### config.mk
export PLATFORM = sky130hd
export DESIGN_NAME = serial_prom_ctrl
export DESIGN_NICKNAME = d
export VERILOG_FILES = /design/src/rtl/spc_pkg.sv /design/src/rtl/spc_control.sv /design/src/rtl/spc_datapath.sv /design/src/rtl/serial_prom_ctrl.sv
export SDC_FILE = /design/constraint.sdc
export NUM_CORES = 1
export LEC_CHECK = 0
export BUFFER_PORTS_ARGS = -buffer_cell sky130_fd_sc_hd__buf_2
export CAP_MARGIN = 20
export CORE_ASPECT_RATIO = 0.6
export CORE_MARGIN = 5
export CORE_UTILIZATION = 60
export CTS_BUF_LIST = sky130_fd_sc_hd__clkbuf_4
export DETAILED_ROUTE_END_ITERATION = 12
export GPL_ROUTABILITY_DRIVEN = 0
export PLACE_DENSITY = 0.92
export SYNTH_ARGS = -nofsm -noshare
export SYNTH_HDL_FRONTEND = slang
export SYNTH_HIERARCHICAL = 1
export SYNTH_SLANG_ARGS = --single-unit
### constraint.sdc
create_clock -name clk -period 4.15 [get_ports clk]
set_clock_uncertainty 0.15 [all_clocks]
set_input_delay 0.415 -clock clk [delete_from_list [all_inputs] [get_ports clk]]
set_output_delay 0.415 -clock clk [all_outputs]
set_load 0.03 [all_outputs]
### src/rtl/spc_pkg.sv
package spc_pkg;

  typedef enum logic [1:0] {
    OP_EXT   = 2'b00,
    OP_WRITE = 2'b01,
    OP_READ  = 2'b10,
    OP_ERASE = 2'b11
  } promOp_e;

  typedef enum logic [1:0] {
    ST_IDLE  = 2'b00,
    ST_SHIFT = 2'b01,
    ST_DONE  = 2'b10
  } ctlState_e;

  typedef struct packed {
    logic loadFrame;
    logic withData;
    logic shiftOut;
    logic shiftIn;
    logic commitRead;
  } dpStrobe_t;

endpackage

### src/rtl/spc_control.sv
module spc_control
  import spc_pkg::*;
#(
  parameter int HALF_DIV = 2,
  parameter int ADDR_W   = 6,
  parameter int DATA_W   = 16,
  parameter int CMD_W    = 16
) (
  input  logic             clk,
  input  logic             rstN,
  input  logic             cmdWe,
  input  logic [CMD_W-1:0] cmdWord,
  output dpStrobe_t        strobe,
  output logic             busy,
  output logic             csOut,
  output logic             skOut
);

  localparam int HDR_BITS   = 1 + 2 + ADDR_W;
  localparam int WRITE_BITS = HDR_BITS + DATA_W;
  localparam int READ_BITS  = HDR_BITS + 1 + DATA_W;
  localparam int SLOT_W     = $clog2(READ_BITS + 1);
  localparam int DIV_W      = (HALF_DIV > 1) ? $clog2(HALF_DIV) : 1;

  ctlState_e         state;
  promOp_e           opReg;
  promOp_e           cmdOp;
  logic              enabled;
  logic [SLOT_W-1:0] slotCnt;
  logic [SLOT_W-1:0] lastSlot;
  logic [SLOT_W-1:0] cmdLastSlot;
  logic [DIV_W-1:0]  divCnt;
  logic              skHigh;
  logic              isEnableCode;
  logic              legal;
  logic              accept;
  logic              halfDone;
  logic              slotEnd;

  always_comb begin
    cmdOp        = promOp_e'(cmdWord[ADDR_W+1:ADDR_W]);
    isEnableCode = (cmdOp == OP_EXT) && (cmdWord[ADDR_W-1 -: 2] == 2'b11);
    legal        = (cmdOp == OP_READ) || isEnableCode ||
                   (((cmdOp == OP_WRITE) || (cmdOp == OP_ERASE)) && enabled);
    accept       = cmdWe && (state == ST_IDLE) && legal;
    halfDone     = (divCnt == DIV_W'(HALF_DIV - 1));
    slotEnd      = (state == ST_SHIFT) && halfDone && skHigh;
    unique case (cmdOp)
      OP_READ:  cmdLastSlot = SLOT_W'(READ_BITS - 1);
      OP_WRITE: cmdLastSlot = SLOT_W'(WRITE_BITS - 1);
      default:  cmdLastSlot = SLOT_W'(HDR_BITS - 1);
    endcase
  end

  always_comb begin
    strobe.loadFrame  = accept;
    strobe.withData   = (cmdOp == OP_WRITE);
    strobe.shiftOut   = slotEnd;
    strobe.shiftIn    = slotEnd && (opReg == OP_READ) && (slotCnt > SLOT_W'(HDR_BITS));
    strobe.commitRead = (state == ST_DONE) && (opReg == OP_READ);
  end

  always_ff @(posedge clk or negedge rstN) begin
    if (!rstN) begin
      state    <= ST_IDLE;
      opReg    <= OP_EXT;
      enabled  <= 1'b0;
      slotCnt  <= '0;
      lastSlot <= '0;
      divCnt   <= '0;
      skHigh   <= 1'b0;
    end else begin
      unique case (state)
        ST_IDLE: begin
          if (accept) begin
            state    <= ST_SHIFT;
            opReg    <= cmdOp;
            lastSlot <= cmdLastSlot;
            slotCnt  <= '0;
            divCnt   <= '0;
            skHigh   <= 1'b0;
            if (isEnableCode) enabled <= 1'b1;
          end
        end
        ST_SHIFT: begin
          if (halfDone) begin
            divCnt <= '0;
            skHigh <= ~skHigh;
            if (skHigh) begin
              if (slotCnt == lastSlot) state <= ST_DONE;
              else slotCnt <= slotCnt + 1'b1;
            end
          end else begin
            divCnt <= divCnt + 1'b1;
          end
        end
        default: state <= ST_IDLE;
      endcase
    end
  end

  assign busy  = (state != ST_IDLE);
  assign csOut = (state == ST_SHIFT);
  assign skOut = (state == ST_SHIFT) && skHigh;

endmodule

### src/rtl/spc_datapath.sv
module spc_datapath
  import spc_pkg::*;
#(
  parameter int ADDR_W = 6,
  parameter int DATA_W = 16,
  parameter int CMD_W  = 16
) (
  input  logic              clk,
  input  logic              rstN,
  input  dpStrobe_t         strobe,
  input  logic [CMD_W-1:0]  cmdWord,
  input  logic              dataWe,
  input  logic [DATA_W-1:0] dataWdata,
  input  logic              serialIn,
  output logic [DATA_W-1:0] dataRdata,
  output logic              testMode,
  output logic [ADDR_W+1:0] lastCmd,
  output logic              serialOut
);

  localparam int FRAME_W  = 1 + 2 + ADDR_W + DATA_W;
  localparam int TEST_BIT = CMD_W - 2;

  logic [FRAME_W-1:0] outShift;
  logic [DATA_W-1:0]  inShift;
  logic [DATA_W-1:0]  dataReg;

  always_ff @(posedge clk or negedge rstN) begin
    if (!rstN) begin
      outShift <= '0;
    end else if (strobe.loadFrame) begin
      outShift <= {1'b1, cmdWord[ADDR_W+1:0], (strobe.withData ? dataReg : {DATA_W{1'b0}})};
    end else if (strobe.shiftOut) begin
      outShift <= {outShift[FRAME_W-2:0], 1'b0};
    end
  end

  always_ff @(posedge clk or negedge rstN) begin
    if (!rstN) inShift <= '0;
    else if (strobe.shiftIn) inShift <= {inShift[DATA_W-2:0], serialIn};
  end

  always_ff @(posedge clk or negedge rstN) begin
    if (!rstN) dataReg <= '0;
    else if (strobe.commitRead) dataReg <= inShift;
    else if (dataWe) dataReg <= dataWdata;
  end

  always_ff @(posedge clk or negedge rstN) begin
    if (!rstN) begin
      testMode <= 1'b0;
      lastCmd  <= '0;
    end else if (strobe.loadFrame) begin
      testMode <= cmdWord[TEST_BIT];
      lastCmd  <= cmdWord[ADDR_W+1:0];
    end
  end

  assign dataRdata = dataReg;
  assign serialOut = outShift[FRAME_W-1];

endmodule

### src/rtl/serial_prom_ctrl.sv
module serial_prom_ctrl
  import spc_pkg::*;
#(
  parameter int HALF_DIV = 2,
  parameter int ADDR_W   = 6,
  parameter int DATA_W   = 16
) (
  input  logic              clk,
  input  logic              rstN,
  input  logic              hostCmdWe,
  input  logic [15:0]       hostCmdWdata,
  output logic [15:0]       hostCmdRdata,
  input  logic              hostDataWe,
  input  logic [DATA_W-1:0] hostDataWdata,
  output logic [DATA_W-1:0] hostDataRdata,
  output logic              promCs,
  output logic              promSk,
  output logic              promDo,
  input  logic              promDi
);

  localparam int CMD_W = 16;
  localparam int PAD_W = CMD_W - 4 - ADDR_W;

  dpStrobe_t         strobe;
  logic              busy;
  logic              csInt;
  logic              skInt;
  logic              testMode;
  logic              serialOut;
  logic [ADDR_W+1:0] lastCmd;
  logic [PAD_W-1:0]  padZero;

  assign padZero = '0;

  spc_control #(
    .HALF_DIV(HALF_DIV), .ADDR_W(ADDR_W), .DATA_W(DATA_W), .CMD_W(CMD_W)
  ) u_ctl (
    .clk    (clk),
    .rstN   (rstN),
    .cmdWe  (hostCmdWe),
    .cmdWord(hostCmdWdata),
    .strobe (strobe),
    .busy   (busy),
    .csOut  (csInt),
    .skOut  (skInt)
  );

  spc_datapath #(
    .ADDR_W(ADDR_W), .DATA_W(DATA_W), .CMD_W(CMD_W)
  ) u_dp (
    .clk      (clk),
    .rstN     (rstN),
    .strobe   (strobe),
    .cmdWord  (hostCmdWdata),
    .dataWe   (hostDataWe),
    .dataWdata(hostDataWdata),
    .serialIn (promDi),
    .dataRdata(hostDataRdata),
    .testMode (testMode),
    .lastCmd  (lastCmd),
    .serialOut(serialOut)
  );

  assign hostCmdRdata = {busy, testMode, padZero, lastCmd};
  assign promCs       = csInt;
  assign promSk       = skInt;
  assign promDo       = csInt & serialOut;

endmodule

# After elaboration in Yosys (flattened, before gate mapping)
# Cells that the tools add are included.
# Widths: inputs -> output; s select.
[word_totals] output_inout_bits=35 register_bits=83 wordCells=76
[op_classes] n_eq_ne=13 muxes=21 n_bitwise=2 n_addsub=2 magnitude_cmp=1 reduce_logical=25
[ops] operator="$mux 25" n=2
[ops] operator="$mux 16" n=3
[ops] operator="$mux 5" n=4
[ops] operator="$pmux 5 s2" n=2
[ops] operator="$eq 2x2->1 const B" n=5
[ops] operator="$logic_and 1x1->1" n=10
[ops] operator="$mux 2" n=4
[ops] operator="$ne 2x1->1 const B" n=4
[ops] operator="$reduce_bool 2->1" n=4
[ops] operator="$reduce_and 3->1" n=2
[ops] operator="$add 5x1->5 const B" n=1
[ops] operator="$eq 5x5->1" n=1
[ops] operator="$gt 5x4->1 const B" n=1
[ops] operator="$reduce_and 5->1" n=1
[ops] operator="$eq 2x1->1 const B" n=2
[ops] operator="$logic_not 2->1" n=2
[ops] operator="$pmux 1 s2" n=2
[ops] operator="$pmux 2 s2" n=1
[ops] operator="$reduce_and 2->1" n=2
[ops] operator="$reduce_and 4->1" n=1
[ops] operator="$logic_or 1x1->1" n=3
[ops] operator="$mux 1" n=3
[ops] operator="$ne 2x2->1 const B" n=1
[ops] operator="$add 1x1->1 const B" n=1
[ops] operator="other kinds (2)" n=2

# Depth between registers and ports, before layout
[depth] depth_word=7 mapped_depth=11

# Cells and area by module
# The synthesis kept the hierarchy.
[by_module_without_submodules] module="spc_datapath" seq_area_each_um2=1651.6 instances=1 area_per_inst_um2=2844.0 cells_per_inst=224
[by_module_without_submodules] module="spc_control" seq_area_each_um2=375.4 instances=1 area_per_inst_um2=894.6 cells_per_inst=82
[by_module_without_submodules] module="serial_prom_ctrl" seq_area_each_um2=0.0 instances=1 area_per_inst_um2=70.1 cells_per_inst=10

# Worst setup path before layout
# No wires, ideal clock.
[synth_timing] path_type="register to register" start="reg u_ctl.state[1]" end="reg u_dp.inShift[10]" slack_ps=1895 setup_ps=125 stages_incl_launch_ff=8 t_arrival_ps=1980 path_cell_list="dfrtp_1 nand2b_1 inv_2 nand3_1 nor4b_1 buf_6 buf_6 mux2_2"
[synth_lines] element="from (decl)" line_no="spc_control.sv:25" text="ctlState_e state;"
[synth_lines] element="from (signal assigned)" line_no="spc_control.sv:65" text="state <= ST_IDLE;"
[synth_lines] element="from (signal assigned)" line_no="spc_control.sv:76" text="state <= ST_SHIFT;"
[synth_lines] element="from (signal assigned)" line_no="spc_control.sv:90" text="if (slotCnt == lastSlot) state <= ST_DONE;"
[synth_lines] element="to (signal assigned)" line_no="spc_datapath.sv:40" text="else if (strobe.shiftIn) inShift <= {inShift[DATA_W-2:0], serialIn};"
[synth_lines] element="to (decl)" line_no="spc_datapath.sv:25" text="logic [DATA_W-1:0] inShift;"

==> flow_summary_export.csv <==
group,metric,value,unit
outcome,status,"finished clean",
detailed_routing,num_vias,2571,
pwr,power.net_switching,990.5,µW
finish,drive_above_1_share,30.35,%
detailed_routing,ant_nets,0,
pwr,powerDensity,624.3,nW/µm²
setup_path,crit_path_end_kind,"flip-flop",
die,dieArea,8093,µm²
logic_synthesis,ys_seq_elements,81,
logic_synthesis,async_flop_share,100.0,%
pwr,leakage,0.001988,µW
detailed_routing,via_per_inst,5.675,
sta,setup_slack,1487,ps
flow_run,cap_violations,0,
sta,setup_viol,0,
clock_tree,cts_root_buf,"clkbuf_4",
logic_synthesis,avgSynthCellArea,12.05,µm²
clock_tree,cts_buffer_depth,2,
clock_tree,numCtsBuffers,9,
finish,diodes,0,
die,num_rows,22,
detailed_routing,drtPass1Iterations,4,
logic_synthesis,synth_edf_count,0,
sta,max-slew-margin-rel,47.32,%
logic_synthesis,synth_flop_cell,"dfrtp_1",
worst_hold_path,min_to,"u_dp/lastCmd[1]",
sta,drv_slew,0,
pwr,p_comb_share,34.8,%
setup_path,cp-start-kind,"flip-flop",
pwr,p_int,1643,µW
detailed_routing,drt_iter0_drc,291,
finish,area_growth,10.78,%
logic_synthesis,yosys_warnings,6,
logic_synthesis,synthSimpleGateAreaFrac,6.669,%
pwr,p_clk_share,19.2,%
clock_tree,cts_tree,"yes",
logic_synthesis,yosysSeqAreaShare,53.22,%
pwr,p_seq_share,46.0,%
sta,layout_min_cycle_time,2663,ps
die,core,6138,µm²
logic_synthesis,synth_cells,316,
setup_path,r2r_start,"u_ctl/state[0]",
pwr,ir_drop,0.3606,mV
grt,grt_pass1_vias,2496,
sta,rsz0062_at_grt,"no",
sta,hold_slack,63.76,ps
detailed_routing,drc,0,
clock_tree,cts.reportedPaths.clkPinSlew,120,ps
setup_path,crit_path_start,"u_ctl/state[0]",
worst_hold_path,min_path_cells,3,
setup_path,r2r_end,"u_dp/outShift[2]",
sta,final_hold_viol_count,0,
detailed_routing,wl,7.964,mm
setup_path,critPathSlowestCell,"a31oi_4",
grt,track_usage,20.34,%
sta,finalSetupTns,0,ps
worst_hold_path,min_path_type,"in -> reg",
pwr,switching_share,37.60,%
detailed_routing,wl_per_cell,17.58,µm
grt,grt.overflow.total,0,
finish,layout.nets,409,
setup_path,worstPathArrival,2860,ps
finish,fin_cells,453,
placement,dpl.cell_count,436,
setup_path,reg2reg_slack,1490,ps
setup_path,path_class,"reg -> reg",
die,start_util,62.05,%
logic_synthesis,ys_types,43,
logic_synthesis,synth_fa_ha_area_share,2.300,%
setup_path,required,4350,ps
sta,period_share,64.17,%
setup_path,worstPathCellList,"or3b_4, a31oi_4, buf_4, and2_4, o2bb2ai_1",
clock_tree,cts.sinks,81,
logic_synthesis,synthXorXnorAreaFrac,0.6899,%
sta,worst_pin_slew,790.2,ps
grt,grt_pass1_wl,12.79,mm
logic_synthesis,syn-cell-area,3809,µm²
clock_tree,cts_setup_buffers,0,
clock_tree,h-tree-depth,3,
placement,hpwl,5.331,mm
worst_hold_path,holdCritStartpoint,"hostCmdWdata[1]",
sta,max_freq,375.5,MHz
die,io_pins,72,
clock_tree,worstSkewPairLatency,430,ps
setup_path,max_stage_delay,650,ps
grt,antenna_found_initial,0,
grt,grt_max_degree,82,
logic_synthesis,synth_top_family_by_area,"multiplexers",
logic_synthesis,synth_mux_area_share,17.15,%
logic_synthesis,synth_compound_area_share,11.86,%
die,fp.dieW,112.9,µm
setup_path,crit_fanout,31,
die,dieHeight,71.72,µm
placement,post-place-ws,1404,ps
setup_path,r2r_cells,5,
placement,io_buffers,58,
[metrics by stage]
step / total power (µW) / instance area [µm²] / util [%]
6_report: 2634 / 4219 / 68.73
5_1_grt: 2780 / 4219 / 68.73
4_1_cts: 2637 / 4182 / 68.12
3_5_place_dp: 2123 / 4025 / 65.57
3_3_place_gp: 2066 / 4025 / 65.57
2_1_floorplan: 1919 / 3827 / -
[cell usage after synthesis (4+ instances only)]
library cell,count,share of area [%]
a31oi_1,4,0.66
dfrtp_1,81,53
mux2i_1,39,10
ha_1,7,2.3
nand3_1,4,0.53
clkbuf_1,6,0.59
buf_4,10,2.0
nand2_1,24,2.4
o21ai_0,36,4.7
o2bb2ai_1,15,3.4
buf_6,8,2.4
mux2_2,22,6.5
inv_1,12,1.2
a21o_1,4,0.79
[kinds of logic (layout without fill, tap and decap cells)]
| kind of cell | Yosys count | count (layout) |
|---|---|---|
| DFF | 81 | 81 |
| AOI/OAI and AO/OA | 70 | 70 |
| muxes | 62 | 62 |
| and+or+nand+nor | 48 | 48 |
| buffers and inverters | 44 | 92 |
| adders and majority gates | 7 | 7 |
| xor gates and xnor gates | 3 | 3 |
| other | 1 | 6 |
[worst max path at each step]
stage	to	slack, ps
floorplan	u_dp/inShift[10]	1890
global placement	u_dp/outShift[8]	1490
detailed placement	u_dp/outShift[6]	1400
CTS	u_dp/outShift[2]	1530
global route	u_dp/outShift[4]	1370
finish	u_dp/outShift[2]	1490
[metal layers]
| metal | GRT usage (%) | vias up | share of wire [%] |
|---|---|---|---|
| met4 | 8.533 | 0 | 1.8 |
| met2 | 30.91 | 101 | 48 |
| met5 | 0 | - | 0 |
| li1 | - | 1195 | - |
| met3 | 4.895 | 15 | 5.4 |
| met1 | 28.25 | 1260 | 45 |
[power groups by stage]
stage	Clock (µW)	Sequential (µW)	Combinational, µW
after global routing	549	1240	988
after global placement	0	1200	861
after detailed placement	0	1220	903
final	505	1210	917
after CTS	518	1210	911
after floorplan	0	1280	641
[layout make-up]
type | count | area [µm²]
clock buffer | 10 | 75.07
clock inverter | 5 | 81.33
fill | 420 | 1919
inverter | 14 | 52.55
multi-input combinational | 196 | 1525
sequential | 81 | 2027
tap | 84 | 105.1
timing repair buffer | 63 | 352.8
[sequential cells by signal, indices dropped and copies added (netlist names)]
name            count
u_dp/outShift      25
u_dp/dataRdata     16
u_dp/inShift       16
u_dp/lastCmd        8
u_ctl/slotCnt       5
u_ctl/lastSlot      3
u_ctl/opReg         2
u_ctl/state         2
u_ctl/divCnt        1
u_ctl/enabled       1
u_ctl/skHigh        1
u_dp/testMode       1
[worst max-delay path: cells and delay by family (launching register included)]
| kind | cells | cell delay [ps] |
|---|---|---|
| buf+inv | 1 | 390 |
| flops | 1 | 510 |
| simple gates | 2 | 740 |
| compound gates | 2 | 790 |
[placed cells by master, fill, tap and decap left out, drive strengths merged, types with 2 or more instances in the layout]
master and count:
conb 6, a21o 4, ha 7, a31oi 5, o2bb2ai 15, o21bai 2, mux2i 39, bufinv 2
xnor2 3, nand2b 2, nor2 3, nand3 4, nor4b 2, clkbuf 10, nand2 24, o21ai 37
and2 4, inv 14, nor3 2, clkinv 2, a21oi 2, or2 2, a41oi 2, dfrtp 81
mux2 23, buf 62
[timing repair]
action                     in CTS  in global routing
setup endpoints to repair       0                  0
hold endpoints to repair        0                 81
hold buffers                    0                  1
gates resized for setup         0                  0
Note: power is estimated with default switching activity, not from simulation.
